<file path="src/rtl/pdl_pkg.sv">
`timescale 1ns/1ps
package pdl_pkg;
  localparam int unsigned DEF_CODE_W   = 10;
  localparam int unsigned DEF_BASE_LAT = 2;

  // length in cycles of the binary-weighted stage for code bit idx
  function automatic int unsigned stage_len(input int unsigned idx);
    return 32'd1 << idx;
  endfunction

  // longest register path from input to output
  function automatic int unsigned max_latency(input int unsigned code_w,
                                              input int unsigned base_lat);
    return base_lat + (32'd1 << code_w) - 32'd1;
  endfunction
endpackage

</file>
<file path="src/rtl/pdl_shift.sv">
`timescale 1ns/1ps
module pdl_shift #(
  parameter int unsigned LEN = 1
) (
  input  logic clk_i,
  input  logic rst_ni,
  input  logic d_i,
  output logic q_o
);
  logic [LEN-1:0] sr_q;
  logic [LEN-1:0] sr_d;

  generate
    if (LEN == 1) begin : g_single
      always_comb sr_d = d_i;
    end else begin : g_chain
      always_comb sr_d = {sr_q[LEN-2:0], d_i};
    end
  endgenerate

  always_ff @(posedge clk_i or negedge rst_ni) begin
    if (!rst_ni) sr_q <= '0;
    else         sr_q <= sr_d;
  end

  assign q_o = sr_q[LEN-1];
endmodule

</file>
<file path="src/rtl/pdl_bin_stage.sv">
`timescale 1ns/1ps
module pdl_bin_stage #(
  parameter int unsigned IDX = 0
) (
  input  logic clk_i,
  input  logic rst_ni,
  input  logic sel_i,
  input  logic d_i,
  output logic q_o
);
  localparam int unsigned LEN = pdl_pkg::stage_len(IDX);

  logic tap;

  // the pipe always shifts, so a stage switched in later holds no stale data
  pdl_shift #(.LEN(LEN)) u_pipe (
    .clk_i  (clk_i),
    .rst_ni (rst_ni),
    .d_i    (d_i),
    .q_o    (tap)
  );

  assign q_o = sel_i ? tap : d_i;
endmodule

</file>
<file path="src/rtl/prog_delay_line.sv">
`timescale 1ns/1ps
module prog_delay_line #(
  parameter int unsigned CODE_W   = pdl_pkg::DEF_CODE_W,
  parameter int unsigned BASE_LAT = pdl_pkg::DEF_BASE_LAT
) (
  input  logic              clk_i,
  input  logic              rst_ni,
  input  logic              din_i,
  input  logic [CODE_W-1:0] code_i,
  input  logic              en_ni,
  output logic              q_o,
  output logic              qn_o
);
  localparam int unsigned FLUSH = pdl_pkg::max_latency(CODE_W, BASE_LAT);
  localparam int unsigned CNT_W = $clog2(FLUSH + 1);

  // reset: asynchronous assert, synchronous release
  logic [1:0] rst_sync_q;
  logic       rst_n;

  always_ff @(posedge clk_i or negedge rst_ni) begin
    if (!rst_ni) rst_sync_q <= 2'b00;
    else         rst_sync_q <= {rst_sync_q[0], 1'b1};
  end
  assign rst_n = rst_sync_q[1];

  // input gating register (first base stage)
  logic in_d, in_q;
  always_comb in_d = en_ni ? 1'b0 : din_i;
  always_ff @(posedge clk_i or negedge rst_n) begin
    if (!rst_n) in_q <= 1'b0;
    else        in_q <= in_d;
  end

  // code register with explicit load enable
  logic [CODE_W-1:0] code_q;
  logic              code_ld;
  always_comb code_ld = (code_i != code_q);
  always_ff @(posedge clk_i or negedge rst_n) begin
    if (!rst_n)       code_q <= '0;
    else if (code_ld) code_q <= code_i;
  end

  // remaining base latency (output register supplies the last cycle)
  logic base_tail;
  generate
    if (BASE_LAT > 2) begin : g_base_pipe
      pdl_shift #(.LEN(BASE_LAT - 2)) u_base (
        .clk_i  (clk_i),
        .rst_ni (rst_n),
        .d_i    (in_q),
        .q_o    (base_tail)
      );
    end else begin : g_base_direct
      assign base_tail = in_q;
    end
  endgenerate

  // binary-weighted stage chain
  logic [CODE_W:0] chain;
  assign chain[0] = base_tail;

  generate
    for (genvar gi = 0; gi < CODE_W; gi++) begin : g_stage
      pdl_bin_stage #(.IDX(gi)) u_stage (
        .clk_i  (clk_i),
        .rst_ni (rst_n),
        .sel_i  (code_q[gi]),
        .d_i    (chain[gi]),
        .q_o    (chain[gi+1])
      );
    end
  endgenerate

  // output registers, true and complement held separately
  logic q_d, qn_d, q_q, qn_q;
  always_comb begin
    q_d  = chain[CODE_W];
    qn_d = ~chain[CODE_W];
  end
  always_ff @(posedge clk_i or negedge rst_n) begin
    if (!rst_n) begin
      q_q  <= 1'b0;
      qn_q <= 1'b1;
    end else begin
      q_q  <= q_d;
      qn_q <= qn_d;
    end
  end

  assign q_o  = q_q;
  assign qn_o = qn_q;

  // ---------------- assertions ----------------
  // disable-length window counter for the flush check
  logic [CNT_W-1:0] off_cnt;
  always_ff @(posedge clk_i or negedge rst_n) begin
    if (!rst_n)                       off_cnt <= '0;
    else if (!en_ni)                  off_cnt <= '0;
    else if (off_cnt < CNT_W'(FLUSH)) off_cnt <= off_cnt + CNT_W'(1);
  end

  // a disabled sample enters the path as zero
  a_r6_gate_input: assert property (@(posedge clk_i) disable iff (!rst_n)
    en_ni |=> !in_q);

  // the two output registers never agree
  a_r7_complement: assert property (@(posedge clk_i) disable iff (!rst_n)
    q_o != qn_o);

  // with code 0 the output follows the base pipe by one register
  a_r2_zero_code_path: assert property (@(posedge clk_i) disable iff (!rst_n)
    ($past(code_q) == '0) |-> (q_o == $past(base_tail)));

  // after a full flush window of disable, the output stays low
  a_r9_flush_low: assert property (@(posedge clk_i) disable iff (!rst_n)
    (off_cnt >= CNT_W'(FLUSH)) |-> !q_o);
endmodule

</file>
<file path="config.mk">
export PLATFORM = sky130hd
export DESIGN_NAME = prog_delay_line
export DESIGN_NICKNAME = d
export VERILOG_FILES = /design/src/rtl/pdl_pkg.sv /design/src/rtl/pdl_shift.sv /design/src/rtl/pdl_bin_stage.sv /design/src/rtl/prog_delay_line.sv
export SDC_FILE = /design/constraint.sdc
export NUM_CORES = 1
export LEC_CHECK = 0
export BUFFER_PORTS_ARGS = -buffer_cell sky130_fd_sc_hd__buf_4
export CORE_ASPECT_RATIO = 0.6
export CORE_UTILIZATION = 35
export DETAILED_ROUTE_END_ITERATION = 8
export HOLD_SLACK_MARGIN = 0.03
export SYNTH_ARGS = -nofsm -noshare
export SYNTH_HDL_FRONTEND = slang
export SYNTH_SLANG_ARGS = --single-unit
</file>
<file path="constraint.sdc">
create_clock -name clk_i -period 41.9 [get_ports clk_i]
set_clock_uncertainty 0.15 [all_clocks]
set_input_delay 8.38 -clock clk_i [delete_from_list [all_inputs] [get_ports clk_i]]
set_output_delay 8.38 -clock clk_i [all_outputs]
set_load 0.05 [all_outputs]
</file>
Word level (Yosys, flattened, before mapping) --
Index checks and enable logic that the tools add are counted.
Operators by class: bitwise gates (word level) 1, eq/ne operators 1, muxes and demuxes 11
Operators with widths (number):
- 2-to-1 mux 1 bit | 11
- != test 10 bit | 1
- inverter 1 bit | 1
Storage, ports and cells: bits in registers 1038, input bits 14, output and inout port bits 2, logic and storage cells 28

Longest topological paths before layout --
Gate-level depths: netlist of run 1.
depth in word-level cells 11, depth in mapped cells 4, gate-level depth less buffers 4

Cells and area by module --
Synthesis of run 1 repeated with hierarchy kept, for this count alone.
Second synthesis, totals: cell total of the unflattened synthesis 1061, area, all modules 26185.1 um^2
Modules (own cells, without submodules):
- pdl_shift at g_stage[9].u_stage.u_pipe | sequential area each 12812.3 um^2, times used 1, area each 12812.3 um^2, cells each 512
- pdl_shift at g_stage[8].u_stage.u_pipe | sequential area each 6406.1 um^2, times used 1, area each 6406.1 um^2, cells each 256
- pdl_shift at g_stage[7].u_stage.u_pipe | sequential area each 3203.1 um^2, times used 1, area each 3203.1 um^2, cells each 128
- pdl_shift at g_stage[6].u_stage.u_pipe | sequential area each 1601.5 um^2, times used 1, area each 1601.5 um^2, cells each 64
- pdl_shift at g_stage[5].u_stage.u_pipe | sequential area each 800.8 um^2, times used 1, area each 800.8 um^2, cells each 32
- prog_delay_line | sequential area each 376.6 um^2, times used 1, area each 435.4 um^2, cells each 28
- pdl_shift at g_stage[4].u_stage.u_pipe | sequential area each 400.4 um^2, times used 1, area each 400.4 um^2, cells each 16
- pdl_shift at g_stage[3].u_stage.u_pipe | sequential area each 200.2 um^2, times used 1, area each 200.2 um^2, cells each 8
- pdl_bin_stage | sequential area each 0.0 um^2, times used 10, area each 15.0 um^2, cells each 1
- pdl_shift at g_stage[2].u_stage.u_pipe | sequential area each 100.1 um^2, times used 1, area each 100.1 um^2, cells each 4
- pdl_shift at g_stage[1].u_stage.u_pipe | sequential area each 50.0 um^2, times used 1, area each 50.0 um^2, cells each 2
- pdl_shift at g_stage[0].u_stage.u_pipe | sequential area each 25.0 um^2, times used 1, area each 25.0 um^2, cells each 1

Worst setup path before layout of run 1 --
No wires, ideal clock.
path type register -> output, start register qn_q, in the netlist qn_o, end output qn_o, data required time 33370 ps, buffers on the path 0, data arrival time 656 ps, slack 32714 ps, cell stages (with the launch flop) 1, cells stage by stage dfstp_2
RTL lines:
- from (decl) | RTL line prog_delay_line.sv:76 | logic q_d, qn_d, q_q, qn_q;
- from (signal assigned) | RTL line prog_delay_line.sv:87 | qn_q <= qn_d;
- to (decl) | RTL line prog_delay_line.sv:12 | output logic qn_o
No word-level cell between the ends.

Worst setup path after layout of run 1 --
start register qn_q, in the netlist qn_o, end output qn_o
No word-level cell between the ends.

==> metrics.cfg, run 1 <==
[final_layout]
drive_gt1_share_pct = 13.0
finalInstanceArea_um2 = 30300
multi_input_area_um2 = 205
fill_cells = 6335
antenna-diode-count = 0
fin_nets = 1201
seqCellArea_um2 = 26000
fin_util_pct = 41.0
syn2layout_area_growth_pct = 15.6

[min_path]
hold_start = g_stage[9].u_stage.u_pipe.sr_q[416]$_DFF_PN0_
min_path_type = register to register
min_to = g_stage[9].u_stage.u_pipe.sr_q[417]$_DFF_PN0_
holdPathStages = 0

[status]
outcome = complete, no violations

[synth]
synth_fp_nets = 1099
synth_top_family_by_area = compound AO/OA/AOI/OAI gates
synth_compound_area_share_pct = 0.367
syn_inst = 1085
synth_xor_area_share_pct = 0
synthSimpleGateAreaFrac_pct = 0.343
seq_area_frac_synth_pct = 99.0
async_flop_share_pct = 100
ys.flop_type = dfrtp_1
netlist_area_um2 = 26200
synth_top_area_cell = dfrtp_1
syn_area_per_cell_um2 = 24.2
synthAdderAreaFrac_pct = 0
yosysUniqueCellTypes = 19
synthMuxAreaShare_pct = 0.0572
synth_warnings = 0
synth_edf_count = 0
synth.top_cell.area_share_pct = 98.9
ys_seq_elements = 1038
ys_top_cells_by_area = dfrtp_1 99%, clkbuf_1 0.14%, nor2_1 0.11%

[global_route]
grt_use_met3_pct = 2.88
grt_max_degree = 89
grt.busiest_layer = met1
met1_usage_pct = 14.2
track_usage_pct = 8.42
overflow = 0
met2_usage_pct = 9.72
grt_pass1_vias = 9391
grt_pass1_wl_um = 51500
antenna_found_initial = 1

[clock_tree]
cts_max_level = 3
cts-root-buf = clkbuf_16
cts_resized = 0
cts_made_buffers = 82
clkLatencyLatePin_ns = 0.61
clk_path_buf_depth = 3
cts_tree = built
cts_hold_buffers = 0
postCtsSetupBuffers = 0
clock-sinks = 1038
path_clk_slew_ns = 0.07

[worst_setup_path]
cpPeakStageDelay_ns = 0.52
slowest_stage = dfstp_2
cp_max_fo = 1
reg2reg_from = rst_sync_q[1]$_DFF_PN0_
crit_chain = buf_4
criticalPathCategory = register to output pin
reg2reg_setup_slack_ns = 37.98
critPathTopFamily = flip-flops
crit_arrival_ns = 1.31
start_kind = register
r2r-end = g_stage[9].u_stage.u_pipe.sr_q[213]$_DFF_PN0_
ff2ff_path_depth = 3
required_ns = 33.37
critPathBufInv = 1
endpoint_kind = output pin

[floorplanning]
rows = 77
die_x_um = 355
core-area_um2 = 73900
initial_utilization_pct = 35.5
io_pins = 16
dieArea_um2 = 76100
die_y_um = 214

[flow_run]
maxCapViolCount = 0

[drt]
wl_um = 29700
vias_per_cell = 3.74
ant_nets = 0
drc_errors = 0
wl_per_cell_um = 13.3
first_pass_iters = 4
vias = 8374
drtIter0Drc = 591

[timing]
finalCriticalPeriod_ns = 9.84
finalCritPeriodShare_pct = 23.5
fin_tns_setup_ns = 0
worst_hold_slack_ns = 0.185
fmax_ghz = 0.102
worst_pin_slew_ns = 1.03
maxSlewViolCount = 0
rsz0062_at_grt = no
max_slew_margin_pct = 31.5
setup_violations = 0
final-hold-violation-count = 0

[power_and_ir_drop]
ir_worst_vdd_v = 0.0000316
p_leak_nw = 15.7
powerDensity_nw_per_um2 = 59.7
total_power_mw = 1.81

[placement]
port-buffer-count = 15
placed_cell_area_um2 = 27600
dp_hpwl_um = 12900
place.gp.congestion = 0.690

==> cell families (layout without fill, tap and decap cells) <==
kind of cell,after synthesis,count (layout)
compound gates,13,13
buf+inv,12,177
flops,1038,1038
mux,1,1
other cells,1,1
simple gates,20,20
==> flip-flops by register name, indices dropped and copies added, names as in the netlist <==
| signal | flops |
|---|---|
| q_o | 1 |
| qn_o | 1 |
| code_q | 10 |
| g_stage.u_stage.u_pipe.q_o | 1 |
| rst_sync_q | 2 |
| g_stage.u_stage.u_pipe.sr_q | 1022 |
| base_tail | 1 |
==> stage by stage <==
step | setup WS, ns | std cells
2_1_floorplan | 10.68 | 1085
3_3_place_gp | 32.69 | 2090
3_5_place_dp | 32.69 | 2090
4_1_cts | 32.01 | 2237
5_1_grt | 32.00 | 2237
6_report | 32.06 | 2237
==> where the power goes <==
| part | switching, mW | total (mW) | leakage, nW | internal (mW) |
|---|---|---|---|---|
| logic | 0.0186 | 0.0213 | 0.232 | 0.00265 |
| registers | 0.00832 | 1.03 | 14.1 | 1.02 |
| clock network | 0.334 | 0.758 | 1.34 | 0.424 |
==> area by class of cell <==
cell class | instances | area share (%)
Clock buffer | 114 | 7.69
Clock inverter | 33 | 1.18
Inverter | 2 | 0.0248
Multi-Input combinational cell | 35 | 0.677
Sequential cell | 1038 | 85.7
Tap cell | 987 | 4.07
Timing Repair Buffer | 28 | 0.693
==> layout by cell type (no fill, tap or decap), drive strengths merged, types with 3 or more instances in the layout <==
cell / count
nand2: 6
inv: 7
buf: 28
o31ai: 3
clkinv: 22
bufinv: 5
clkbuf: 114
dfrtp: 1037
o21ai: 3
nor2: 8
nor2b: 3
==> cells in the mapped netlist (2+ instances only) <==
library cell / number
o31ai_1: 3
inv_1: 2
nand2b_1: 2
a31oi_1: 2
o21ai_0: 3
nor2b_1: 3
clkbuf_1: 10
nor2_1: 8
dfrtp_1: 1037
nand2_1: 6
==> metal layers <==
metal | up-vias | share of wire [%]
met5 | - | 0
met4 | 0 | 2.0
met3 | 55 | 4.5
met2 | 101 | 37
met1 | 4648 | 56
li1 | 3570 | -
==> worst max-delay path by stage <==
stage | end | from | slack, ns | cells after the start
global placement | qn_o | qn_o$_DFF_PN1_ | 32.69 | 1
finish | qn_o | qn_o$_DFF_PN1_ | 32.06 | 1
CTS | qn_o | qn_o$_DFF_PN1_ | 32.01 | 1
floorplan | base_tail$_DFF_PN0_ | rst_sync_q[1]$_DFF_PN0_ | 10.68 | 0
detailed placement | qn_o | qn_o$_DFF_PN1_ | 32.69 | 1
global route | qn_o | qn_o$_DFF_PN1_ | 32.00 | 1
Note: power is estimated with default switching activity, not from simulation.
==> run 2: changes to the inputs <==
- clock period: 41.9 -> 9 ns (I/O delays scaled with it)
==> run 2 against run 1 <==
Effect of this change:
- core utilization is 0.14 points higher
- first-iteration DRC count is 22% lower
- setup slack worse by 26 ns
- sequential share of layout area is 0.29 points lower
- critical path type unchanged
- sequential power grew to 4.7 times the previous value
- combinational power grew to 4.6 times the previous value
- count of clock-buffer cells in the layout stayed put
- cell count hardly changed
- via count is 0.70% higher
- register-to-register slack worse by 32 ns
- critical path depth stayed put
- flip-flop and latch count stayed put
==> metrics.cfg, run 2 (same netlist as run 1, synthesis figures left out) <==
[drt]
first_pass_iters = 4  ; unchanged
drc_errors = 0  ; unchanged
wl_per_cell_um = 13.2  ; was 13.3 um
ant_nets = 0  ; unchanged
vias = 8433  ; was 8374
drtIter0Drc = 462  ; was 591
wl_um = 29600  ; was 29700 um
vias_per_cell = 3.77  ; was 3.74

[power_and_ir_drop]
p_seq_share_pct = 56.4  ; was 57.0%
total_power_mw = 8.52  ; was 1.81 mW
power.share.clock_pct = 42.5  ; was 41.8%
p_switching_mw = 1.66  ; was 0.361 mW
comb_power_share_pct = 1.1  ; was 1.2%
powerDensity_nw_per_um2 = 280  ; was 59.7 nW/um2
swShare_pct = 19.4  ; was 19.9%
p_leak_nw = 15.7  ; about the same
ir_worst_vdd_v = 0.000131  ; was 0.0000316 V
intPower_mw = 6.86  ; was 1.45 mW

[worst_setup_path]
slowest_stage = dfstp_2  ; unchanged
endpoint_kind = output pin  ; unchanged
start_kind = register  ; unchanged
crit_chain = buf_4  ; unchanged
ff2ff_path_depth = 2  ; was 3
critPathTopFamily = flip-flops  ; unchanged
required_ns = 7.05  ; was 33.37 ns
reg2reg_setup_slack_ns = 6.11  ; was 37.98 ns
criticalPathCategory = register to output pin  ; unchanged
critPathBufInv = 1  ; unchanged
cpPeakStageDelay_ns = 0.52  ; about the same
r2r-end = g_stage[7].u_stage.u_pipe.sr_q[89]$_DFF_PN0_  ; was g_stage[9].u_stage.u_pipe.sr_q[213]$_DFF_PN0_
cp_max_fo = 1  ; unchanged
reg2reg_from = rst_sync_q[1]$_DFF_PN0_  ; unchanged
crit_arrival_ns = 1.30  ; was 1.31 ns

[floorplanning]
rows = 77  ; unchanged
dieArea_um2 = 76100  ; unchanged
initial_utilization_pct = 35.5  ; unchanged
io_pins = 16  ; unchanged
die_y_um = 214  ; unchanged
die_x_um = 355  ; unchanged
core-area_um2 = 73900  ; unchanged

[timing]
maxSlewViolCount = 0  ; unchanged
finalCritPeriodShare_pct = 36.1
worst_pin_slew_ns = 0.978  ; was 1.03 ns
fin_ws_ns = 5.75  ; was 32.06 ns
finalCriticalPeriod_ns = 3.25
fmax_ghz = 0.307
setup_violations = 0  ; unchanged
max_slew_margin_pct = 34.8  ; was 31.5%
worst_hold_slack_ns = 0.183  ; was 0.185 ns
final-hold-violation-count = 0  ; unchanged
rsz0062_at_grt = no  ; unchanged
fin_tns_setup_ns = 0  ; unchanged

[final_layout]
syn2layout_area_growth_pct = 16.0  ; was 15.6%
layout_common_cells = 1036 x dfrtp_1, 85 x clkbuf_16, 22 x buf_4  ; was 1036 x dfrtp_1, 82 x clkbuf_16, 28 x buf_4
largest_reg_flops = 1022  ; unchanged
reg_top3 = g_stage.u_stage.u_pipe.sr_q x1022, code_q x10, rst_sync_q x2  ; unchanged
finalInstanceArea_um2 = 30400  ; was 30300 um2
antenna-diode-count = 0  ; unchanged
final_cells = 2235  ; was 2237
largest-register = g_stage.u_stage.u_pipe.sr_q  ; unchanged
layout_commonest_cell = dfrtp_1  ; unchanged
fin_util_pct = 41.2  ; was 41.0%
fin_nets = 1198  ; was 1201
drive_gt1_share_pct = 13.0  ; about the same

[flow_run]
maxCapViolCount = 0  ; unchanged

[placement]
dp_slack_ns = 6.03  ; was 32.69 ns
place_inst = 2087  ; was 2090
placed_cell_area_um2 = 27700  ; was 27600 um2
port-buffer-count = 15  ; unchanged
place.gp.congestion = 0.679  ; was 0.690
dp_hpwl_um = 12400  ; was 12900 um

[min_path]
hold_start = g_stage[8].u_stage.u_pipe.sr_q[79]$_DFF_PN0_  ; was g_stage[9].u_stage.u_pipe.sr_q[416]$_DFF_PN0_
min_path_type = register to register  ; unchanged
min_to = g_stage[8].u_stage.u_pipe.sr_q[80]$_DFF_PN0_  ; was g_stage[9].u_stage.u_pipe.sr_q[417]$_DFF_PN0_
holdPathStages = 0  ; unchanged

[clock_tree]
clk_path_buf_depth = 3  ; unchanged
cts_hold_buffers = 0  ; unchanged
postCtsSetupBuffers = 0  ; unchanged
cts_made_buffers = 82  ; unchanged
path_clk_slew_ns = 0.07  ; about the same
cts-root-buf = clkbuf_16  ; unchanged
clkLatencyLatePin_ns = 0.60  ; was 0.61 ns
cts_tree = built  ; unchanged
clock-sinks = 1038  ; unchanged
cts_max_level = 3  ; unchanged
cts_resized = 0  ; unchanged

[global_route]
grt_pass1_vias = 9347  ; was 9391
track_usage_pct = 8.43  ; was 8.42%
grt_pass1_wl_um = 51500  ; about the same
grt_max_degree = 192  ; was 89
antenna_found_initial = 0  ; was 1
overflow = 0  ; unchanged

[status]
outcome = complete, no violations  ; unchanged

[run 2: cell types whose count changed in the layout (fill, tap and decap cells not counted), moves of 2 or more]
cell	previous run	this run
buf_4	28	22
buf_12	0	3
bufinv_16	5	8
clkbuf_16	82	85
clkinvlp_4	1	4
clkbuf_8	16	14
[run 2: worst max path at each step]
| stage | cells past startpoint | slack [ns] | start | end |
|---|---|---|---|---|
| floorplan | 0 | -1.11 | rst_sync_q[1]$_DFF_PN0_ | base_tail$_DFF_PN0_ |
| global placement | 2 | 6.17 | rst_sync_q[1]$_DFF_PN0_ | code_q[8]$_DFFE_PN0P_ |
| detailed placement | 2 | 6.03 | rst_sync_q[1]$_DFF_PN0_ | g_stage[9].u_stage.u_pipe.sr_q[0]$_DFF_PN0_ |
| CTS | 1 | 5.69 | qn_o$_DFF_PN1_ | qn_o |
| global route | 2 | 5.69 | rst_sync_q[1]$_DFF_PN0_ | g_stage[9].u_stage.u_pipe.sr_q[311]$_DFF_PN0_ |
| finish | 1 | 5.75 | qn_o$_DFF_PN1_ | qn_o |
[run 2: layout make-up]
cell class                 count  area, um2
tap                          987       1230
multi-input combinational     35        205
clock buffer                 114       2380
timing repair buffer          25        225
sequential                  1038      26000
inverter                       2       7.51
clock inverter                34        403
fill                        6323      43500
[run 2: power by group through the flow]
stage | logic (mW) | clock network [mW] | registers (mW)
floorplan | 0.00941 | 0 | 4.94
global placement | 0.0993 | 0 | 4.89
detailed placement | 0.104 | 0 | 4.89
CTS | 0.105 | 3.78 | 4.81
global route | 0.118 | 3.96 | 4.81
finish | 0.0979 | 3.62 | 4.81
[run 2: per-layer routing]
metal  vias to the layer above  GRT usage, %  part of all wire, %
met5                         -             0                    0
met3                        76          2.66                  4.2
met1                      4691          14.1                   56
li1                       3568             -                    -
met4                         0          3.28                  3.0
met2                        98          9.80                   37
==> run 3: changes to the inputs <==
- clock period: 9 -> 2.6 ns (I/O delays scaled with it)
==> run 3 against run 2 <==
Effect of this change:
- die area is the same
- global-route usage grew 0.18 points
- via count grew 0.52%
- first-iteration DRC count grew 25%
- power grew to 3.5 times the previous value
- clock power grew to 3.5 times the previous value
- count of clock-buffer cells in the layout shrank 2
- critical path depth is the same
- highest routed layer is now met5
==> metrics.cfg, run 3 (same netlist as run 1, synthesis figures left out) <==
[status]
outcome = complete, no violations  ; unchanged

[final_layout]
fill_cells = 6276  ; was 6323
layout_common_cells = 1036 x dfrtp_1, 81 x clkbuf_16, 27 x buf_4  ; was 1036 x dfrtp_1, 85 x clkbuf_16, 22 x buf_4
syn2layout_area_growth_pct = 17.2  ; was 16.0%
largest-register = g_stage.u_stage.u_pipe.sr_q  ; unchanged
multi_input_area_um2 = 205  ; unchanged
seqCellArea_um2 = 26000  ; unchanged
layout_commonest_cell = dfrtp_1  ; unchanged
reg_top3 = g_stage.u_stage.u_pipe.sr_q x1022, code_q x10, rst_sync_q x2  ; unchanged
fin_nets = 1220  ; was 1198
antenna-diode-count = 0  ; unchanged
final_cells = 2252  ; was 2235
largest_reg_flops = 1022  ; unchanged
drive_gt1_share_pct = 13.5  ; was 13.0%

[timing]
fin_ws_ns = 0.632  ; was 5.75 ns
max_slew_margin_pct = 54.0  ; was 34.8%
worst_pin_slew_ns = 0.690  ; was 0.978 ns
fmax_ghz = 0.508
finalCriticalPeriod_ns = 1.97
finalCritPeriodShare_pct = 75.7
final-hold-violation-count = 0  ; unchanged
fin_tns_setup_ns = 0  ; unchanged
rsz0062_at_grt = no  ; unchanged
maxSlewViolCount = 0  ; unchanged
worst_hold_slack_ns = 0.0833  ; was 0.183 ns
setup_violations = 0  ; unchanged

[global_route]
grt_pass1_wl_um = 52400  ; was 51500 um
overflow = 0  ; unchanged
track_usage_pct = 8.61  ; was 8.43%
antenna_found_initial = 2  ; was 0
grt_max_degree = 140  ; was 192
grt_pass1_vias = 9526  ; was 9347

[placement]
dp_slack_ns = 0.859  ; was 6.03 ns
dp_hpwl_um = 13400  ; was 12400 um
place_inst = 2099  ; was 2087
port-buffer-count = 15  ; unchanged
place.gp.congestion = 0.717  ; was 0.679

[clock_tree]
cts_max_level = 3  ; unchanged
cts_made_buffers = 79  ; was 82
postCtsSetupBuffers = 0  ; unchanged
clk_path_buf_depth = 3  ; unchanged
cts_tree = built  ; unchanged
path_clk_slew_ns = 0.07  ; about the same
clock-sinks = 1038  ; unchanged
clkLatencyLatePin_ns = 0.60  ; about the same
cts-root-buf = clkbuf_16  ; unchanged

[min_path]
min_path_type = register to asynchronous set/reset pin  ; was register to register

[worst_setup_path]
cpPeakStageDelay_ns = 0.52  ; about the same
critPathBufInv = 1  ; unchanged
critPathTopFamily = flip-flops  ; unchanged
slowest_stage = dfstp_2  ; unchanged
cp_max_fo = 1  ; unchanged
endpoint_kind = output pin  ; unchanged
crit_chain = buf_4  ; unchanged
required_ns = 1.93  ; was 7.05 ns
criticalPathCategory = register to output pin  ; unchanged
reg2reg_setup_slack_ns = 0.85  ; was 6.11 ns
crit_arrival_ns = 1.30  ; about the same
start_kind = register  ; unchanged

[power_and_ir_drop]
ir_worst_vdd_v = 0.000475  ; was 0.000131 V
powerDensity_nw_per_um2 = 963  ; was 280 nW/um2
p_leak_nw = 15.9  ; was 15.7 nW

[drt]
vias_per_cell = 3.76  ; was 3.77
drc_errors = 0  ; unchanged
vias = 8477  ; was 8433
first_pass_iters = 4  ; unchanged
ant_nets = 0  ; unchanged
wl_per_cell_um = 13.5  ; was 13.2 um
drtIter0Drc = 576  ; was 462
wl_um = 30400  ; was 29600 um

[flow_run]
maxCapViolCount = 0  ; unchanged

[floorplanning]
dieArea_um2 = 76100  ; unchanged
die_x_um = 355  ; unchanged
io_pins = 16  ; unchanged
core-area_um2 = 73900  ; unchanged
rows = 77  ; unchanged
initial_utilization_pct = 35.5  ; unchanged
die_y_um = 214  ; unchanged

run 3: worst reg2reg max path, stage by stage (launching register included):
cell	delay, ns
dfrtp_1	0.38
mux2_4	0.32
o41a_1	0.38
a31o_1	0.25
o21ba_1	0.17
run 3: power breakdown:
group,switching (mW),total [mW],internal [mW],leakage (nW)
combinational,0.317,0.403,0.0858,0.377
sequential,0.126,16.6,16.5,14.1
clock,5.24,12.6,7.32,1.36
total,5.69,29.6,23.9,15.9
run 3: area by class of cell:
cell class              count  share of cell area [%]
multi-input cells          35                   0.668
clock buffers             112                    7.66
inverters                   2                  0.0244
well taps                 987                    4.02
clock inverters            28                    1.35
repair buffers             50                    1.73
flip-flops and latches   1038                    84.5
run 3: timing repair:
| action | in CTS | in global routing |
|---|---|---|
| gates resized for setup | 0 | 0 |
| hold buffers | 13 | 0 |
| endpoints found under the hold margin | 13 | 0 |
run 3: metrics by stage:
stage / power (mW) / utilization, % / area, um2
3_5_place_dp: 17.3 / 37.7 / 27800
2_1_floorplan: 17.1 / - / 26200
3_3_place_gp: 17.3 / 37.7 / 27800
5_1_grt: 30.8 / 41.6 / 30700
6_report: 29.6 / 41.6 / 30700
4_1_cts: 30.1 / 41.6 / 30700
run 3: layer usage:
metal,part of all wire (%),up-vias,GRT usage (%)
met2,38,104,10.3
met4,2.4,2,2.92
met1,56,4693,14.3
li1,-,3605,-
met5,0.043,-,0
met3,4.1,73,2.71
run 3: path summary, 6_finish.rpt:
kind | from | endpoint | cells after the start
hold reg to reg | rst_sync_q[1]$_DFF_PN0_ | g_stage[8].u_stage.u_pipe.sr_q[198]$_DFF_PN0_ | 0
setup / recovery | qn_o$_DFF_PN1_ | qn_o | 1
setup reg to reg | code_q[0]$_DFFE_PN0P_ | g_stage[7].u_stage.u_pipe.sr_q[0]$_DFF_PN0_ | 4
min in group clk_i | g_stage[8].u_stage.u_pipe.sr_q[181]$_DFF_PN0_ | g_stage[8].u_stage.u_pipe.sr_q[182]$_DFF_PN0_ | 0
hold / removal | rst_sync_q[1]$_DFF_PN0_ | g_stage[8].u_stage.u_pipe.sr_q[198]$_DFF_PN0_ | 0
max in group asynchronous | rst_sync_q[1]$_DFF_PN0_ | g_stage[9].u_stage.u_pipe.sr_q[264]$_DFF_PN0_ | 2
